`config.mk`:
```
export PLATFORM = sky130hd
export DESIGN_NAME = gpio_lock_port
export DESIGN_NICKNAME = d
export VERILOG_FILES = /design/src/rtl/gpio_lock_pkg.sv /design/src/rtl/gpio_lock_word.sv /design/src/rtl/gpio_cfg_stub.sv /design/src/rtl/gpio_lock_rdmux.sv /design/src/rtl/gpio_lock_port.sv
export SDC_FILE = /design/constraint.sdc
export NUM_CORES = 1
export LEC_CHECK = 0
export BUFFER_PORTS_ARGS = -buffer_cell sky130_fd_sc_hd__buf_2
export CORE_AREA = 2 2 62 87
export DETAILED_ROUTE_END_ITERATION = 16
export DIE_AREA = 0 0 64 89
export HOLD_SLACK_MARGIN = 0.15
export PLACE_DENSITY = 0.77
export SYNTH_ARGS = -nofsm -noshare
export SYNTH_HDL_FRONTEND = slang
export SYNTH_HIERARCHICAL = 1
export SYNTH_SLANG_ARGS = --single-unit
```
`constraint.sdc`:
```
create_clock -name clk -period 2 [get_ports clk]
set_input_delay 0.2 -clock clk [delete_from_list [all_inputs] [get_ports clk]]
set_output_delay 0.2 -clock clk [all_outputs]
set_load 0.005 [all_outputs]
```
`src/rtl/gpio_lock_pkg.sv`:
```
package gpio_lock_pkg;
    localparam int unsigned PIN_CNT  = 16;
    localparam int unsigned KEY_W    = 16;
    localparam int unsigned WORD_W   = PIN_CNT + KEY_W;
    localparam int unsigned ADDR_W   = 8;

    localparam logic [KEY_W-1:0]  UNLOCK_KEY = 16'h5FA0;
    localparam logic [ADDR_W-1:0] OFS_CFG    = 8'h00;
    localparam logic [ADDR_W-1:0] OFS_LOCK   = 8'h18;
endpackage

```
`src/rtl/gpio_lock_word.sv`:
```
module gpio_lock_word #(
    parameter int unsigned PINS = gpio_lock_pkg::PIN_CNT,
    parameter int unsigned KW   = gpio_lock_pkg::KEY_W,
    parameter logic [KW-1:0] KEY = gpio_lock_pkg::UNLOCK_KEY
) (
    input  logic               clk,
    input  logic               rst_n,
    input  logic               wr_hit,
    input  logic [PINS+KW-1:0] wdata,
    output logic [PINS-1:0]    mask,
    output logic               locked
);
    localparam int unsigned DW = PINS + KW;

    typedef struct packed {
        logic [PINS-1:0] mask;
        logic            locked;
    } lock_st_t;

    lock_st_t st_d, st_q;
    logic     key_ok;

    always_comb begin
        key_ok = (wdata[DW-1:PINS] == KEY);
        st_d   = st_q;
        if (wr_hit && key_ok && !st_q.locked) begin
            st_d.mask   = wdata[PINS-1:0];
            st_d.locked = 1'b1;
        end
    end

    always_ff @(posedge clk or negedge rst_n) begin
        if (!rst_n) st_q <= '0;
        else        st_q <= st_d;
    end

    assign mask   = st_q.mask;
    assign locked = st_q.locked;

    // keyed write while unlocked loads the mask and sets the flag
    p_key_loads_r2: assert property (@(posedge clk) disable iff (!rst_n)
        (wr_hit && wdata[DW-1:PINS] == KEY && !locked)
        |=> (locked && mask == $past(wdata[PINS-1:0])));

    // wrong key discards the whole write
    p_bad_key_r3: assert property (@(posedge clk) disable iff (!rst_n)
        (wr_hit && wdata[DW-1:PINS] != KEY) |=> ($stable(mask) && $stable(locked)));

    // frozen once locked
    p_frozen_r4: assert property (@(posedge clk) disable iff (!rst_n)
        locked |=> (locked && $stable(mask)));

    // no write strobe, no change
    p_idle_r9: assert property (@(posedge clk) disable iff (!rst_n)
        !wr_hit |=> ($stable(mask) && $stable(locked)));
endmodule

```
`src/rtl/gpio_cfg_stub.sv`:
```
module gpio_cfg_stub #(
    parameter int unsigned PINS = gpio_lock_pkg::PIN_CNT
) (
    input  logic            clk,
    input  logic            rst_n,
    input  logic            wr_hit,
    input  logic [PINS-1:0] wbits,
    input  logic [PINS-1:0] lock,
    output logic [PINS-1:0] cfg
);
    typedef struct packed {
        logic [PINS-1:0] cfg;
    } cfg_st_t;

    cfg_st_t st_d, st_q;

    always_comb begin
        st_d = st_q;
        for (int i = 0; i < PINS; i++) begin
            if (wr_hit && !lock[i]) st_d.cfg[i] = wbits[i];
        end
    end

    always_ff @(posedge clk or negedge rst_n) begin
        if (!rst_n) st_q <= '0;
        else        st_q <= st_d;
    end

    assign cfg = st_q.cfg;

    // locked pins never change
    p_locked_hold_r6: assert property (@(posedge clk) disable iff (!rst_n)
        1'b1 |=> (((cfg ^ $past(cfg)) & $past(lock)) == '0));

    // unlocked pins take the written value
    p_unlocked_take_r6: assert property (@(posedge clk) disable iff (!rst_n)
        wr_hit |=> ((cfg & ~$past(lock)) == ($past(wbits) & ~$past(lock))));
endmodule

```
`src/rtl/gpio_lock_rdmux.sv`:
```
module gpio_lock_rdmux #(
    parameter int unsigned PINS = gpio_lock_pkg::PIN_CNT,
    parameter int unsigned KW   = gpio_lock_pkg::KEY_W,
    parameter int unsigned AW   = gpio_lock_pkg::ADDR_W,
    parameter logic [AW-1:0] LOCK_OFS = gpio_lock_pkg::OFS_LOCK,
    parameter logic [AW-1:0] CFG_OFS  = gpio_lock_pkg::OFS_CFG
) (
    input  logic [AW-1:0]      addr,
    input  logic [PINS-1:0]    mask,
    input  logic               locked,
    input  logic [PINS-1:0]    cfg,
    output logic [PINS+KW-1:0] rdata
);
    always_comb begin
        rdata = '0;
        if (addr == LOCK_OFS) begin
            rdata[PINS-1:0] = mask;
            rdata[PINS]     = locked;
        end else if (addr == CFG_OFS) begin
            rdata[PINS-1:0] = cfg;
        end
    end
endmodule

```
`src/rtl/gpio_lock_port.sv`:
```
module gpio_lock_port
    import gpio_lock_pkg::*;
(
    input  logic              clk,
    input  logic              rst_n,
    input  logic [ADDR_W-1:0] bus_addr,
    input  logic              bus_we,
    input  logic [WORD_W-1:0] bus_wdata,
    output logic [WORD_W-1:0] bus_rdata,
    output logic [PIN_CNT-1:0] pin_lock,
    output logic [PIN_CNT-1:0] pin_cfg
);
    logic lock_hit, cfg_hit, locked;

    assign lock_hit = bus_we && (bus_addr == OFS_LOCK);
    assign cfg_hit  = bus_we && (bus_addr == OFS_CFG);

    gpio_lock_word u_lock (
        .clk(clk), .rst_n(rst_n), .wr_hit(lock_hit), .wdata(bus_wdata),
        .mask(pin_lock), .locked(locked)
    );

    gpio_cfg_stub u_cfg (
        .clk(clk), .rst_n(rst_n), .wr_hit(cfg_hit), .wbits(bus_wdata[PIN_CNT-1:0]),
        .lock(pin_lock), .cfg(pin_cfg)
    );

    gpio_lock_rdmux u_rd (
        .addr(bus_addr), .mask(pin_lock), .locked(locked), .cfg(pin_cfg),
        .rdata(bus_rdata)
    );

    // status bit set means bits above it stay zero at the lock offset
    p_rd_shape_r5: assert property (@(posedge clk) disable iff (!rst_n)
        (bus_addr == OFS_LOCK) |-> (bus_rdata[WORD_W-1:PIN_CNT+1] == '0));

    // unmapped offsets read zero
    p_unmapped_r7: assert property (@(posedge clk) disable iff (!rst_n)
        (bus_addr != OFS_LOCK && bus_addr != OFS_CFG) |-> (bus_rdata == '0));
endmodule

```
==> results.ini <==
[clocking]
clockBufferDepth=2
cts-root-buf=clkbuf_8
clk_pin_slew_ps=70
post_cts_buffers=0
cts_sinks=33
insertion_delay_ps=280
h-tree-depth=2
numCtsBuffers=5
cts_tree=done

[power]
intPower_mw=1.03
p_clk_share_pct=37.0
p_switching_mw=0.328
ir_drop_mv=0.352
total_power_mw=1.36
p_leak_nw=1.36
netSwitchingFraction_pct=24.1
p_seq_share_pct=51.0
power_density_mw_per_mm2=498
comb_power_share_pct=11.9

[setup_path]
cp-start-kind=input pin
required_ps=2160
end_kind=flip-flop
critPathMaxFanout=8
slowest_stage=or4b_4
cpLargestDelayFamily=simple AND/OR/NAND/NOR gates
slowest_delay_ps=550
critPathKind=input pin to flip-flop
cp_cell_sequence=buf_2 > or4b_4 > nor3_1 > nand3_1 > nor4_4 > buf_4 > mux2_2
critPathArrivalTime_ps=1910
path_buf_inv=2

[floorplan]
die_area_mm2=0.00570
core_area_mm2=0.00484
die_h_um=89
die_w_um=64
fp-row-count=30
top_level_ports=107
start_util_pct=44.8

[logic_synthesis]
yosysSeqAreaShare_pct=38.0
synth.ff_latch_count=33
syn_area_mm2=0.00217
avgSynthCellArea_um2=12.5
yosysWarnings=6
syn_inst=174
netlist-cell-type-count=30

[place]
gp_congestion=0.764
dp.final_hpwl_mm=3.74
io_buffers=91
dp_cells=324
placed_area_mm2=0.00263
place_ws_ps=-42.3

[finish]
syn_to_final_growth_pct=25.6
nNetsFinal=311
stdcell_count=332
final_cell_mix=buf_2 (91), dfrtp_1 (33), mux2_4 (19)
antenna_cells=0
final_core_util_pct=56.3
drive_gt1_share_pct=66.0
final_common_cell=buf_2
stdcell_area_mm2=0.00273
nFillCells=427

[global_route]
grt-ovfl-total=0
grt_pass1_vias=1598
grt_pass1_wl_mm=7.48
grt_max_degree=34
grt_use_total_pct=16.9
grt_antenna_before_repair=0

[timing]
min_period_ps=1750
max_freq_ghz=0.572
hold_violations=0
rsz0062_at_grt=false
tns_ps=0
holdWs_ps=170
setup_viol=0
relSlewSlack_pct=48.9
finalCritPeriodShare_pct=87.4
report.final.slew_viol_count=0
skew_ps=5.67
tightest_slew_ps=766
fin_ws_ps=252

[route]
firstDrtPassIters=4
drcViolationCount=0
num_vias=1670
totalWireLength_mm=5.02
drtAntennaViolNets=0
dr.first_iter.drc_count=55
vias_per_cell=5.03
wl_per_cell_um=15.1

[worst_hold_path]
hp-class=input pin to flip-flop

[flow_run]
drv_cap=0

[outcome]
status=finished, final reports clean

## cells in the mapped netlist
library cell   n  share of area (%)
a211oi_1       7                2.4
a211oi_2       9                5.2
buf_12         1               0.92
buf_2          3               0.69
buf_4         15                5.2
buf_6          3                1.6
clkbuf_1       5               0.86
conb_1         1               0.17
dfrtp_1       33                 38
mux2_2        13                6.7
mux2_4        19                 13
nand2_1        1               0.17
nand3_1       18                4.2
nand3b_1       1               0.35
nand4b_1       1               0.40
nor2_1         1               0.17
nor2b_1        6                1.7
nor2b_4       10                6.3
nor3_1         1               0.23
nor3_2         1               0.46
nor4_2         1               0.58
nor4_4         1               0.98
nor4b_2        1               0.69
or2_2          2               0.58
or3_1          1               0.29
or3b_1         3                1.2
or3b_2        13                5.2
or4_4          1               0.52
or4b_1         1               0.46
or4bb_1        1               0.52
## power by group through the flow
stage	sequential (mW)	clock, mW	combinational [mW]
finish	0.694	0.504	0.162
CTS	0.694	0.521	0.164
global placement	0.706	0	0.158
floorplan	0.706	0	0.0906
detailed placement	0.706	0	0.161
global route	0.695	0.544	0.178
## routing by layer
metal	global-route usage, %	part of all wire (%)	vias to the layer above
met5	0	0	-
met4	5.53	1.1	0
met3	3.15	6.0	6
met2	30.4	51	73
met1	20.3	42	800
li1	-	-	791
## sequential cells by signal, indices dropped and copies added (netlist names)
name,cells
u_lock/locked,1
u_cfg/cfg,16
u_lock/mask,16
## final timing paths
path / startpoint / end / slack, ps / depth (start not counted)
worst max-delay path: bus_addr[7] / u_lock/mask[15] / 250 / 7
worst min-delay path: bus_wdata[8] / u_lock/mask[8] / 170 / 2
worst max register to register: u_lock/locked / u_lock/mask[15] / 490 / 5
worst min register to register: u_lock/locked / u_lock/locked / 500 / 1
max in group asynchronous: rst_n / u_cfg/cfg[1] / 980 / 2
min in group asynchronous: rst_n / u_cfg/cfg[4] / 530 / 2
## kinds of logic after synthesis
group / Yosys count / synth area share, %
other: 1 / 0.173
AND/OR/NAND/NOR: 65 / 25.1
buffers and inverters: 27 / 9.22
AO/OA/AOI/OAI: 16 / 7.61
multiplexers: 32 / 19.9
flip-flops: 33 / 38.0
## final cells by class
type | instances | area (µm²) | area share (%)
Clock buffer | 7 | 86.3 | 3.17
Multi-Input combinational cell | 128 | 1210 | 44.4
Sequential cell | 33 | 826 | 30.3
Tap cell | 64 | 80.1 | 2.94
Timing Repair Buffer | 100 | 526 | 19.3
## what timing repair did
action                                  4_1_cts  5_1_grt
endpoints found under the hold margin        33        0
hold buffers                                  1        0
endpoints found under the setup margin        0        0
resized for setup                             0        0
No activity file was read; power rests on OpenSTA's default activity.
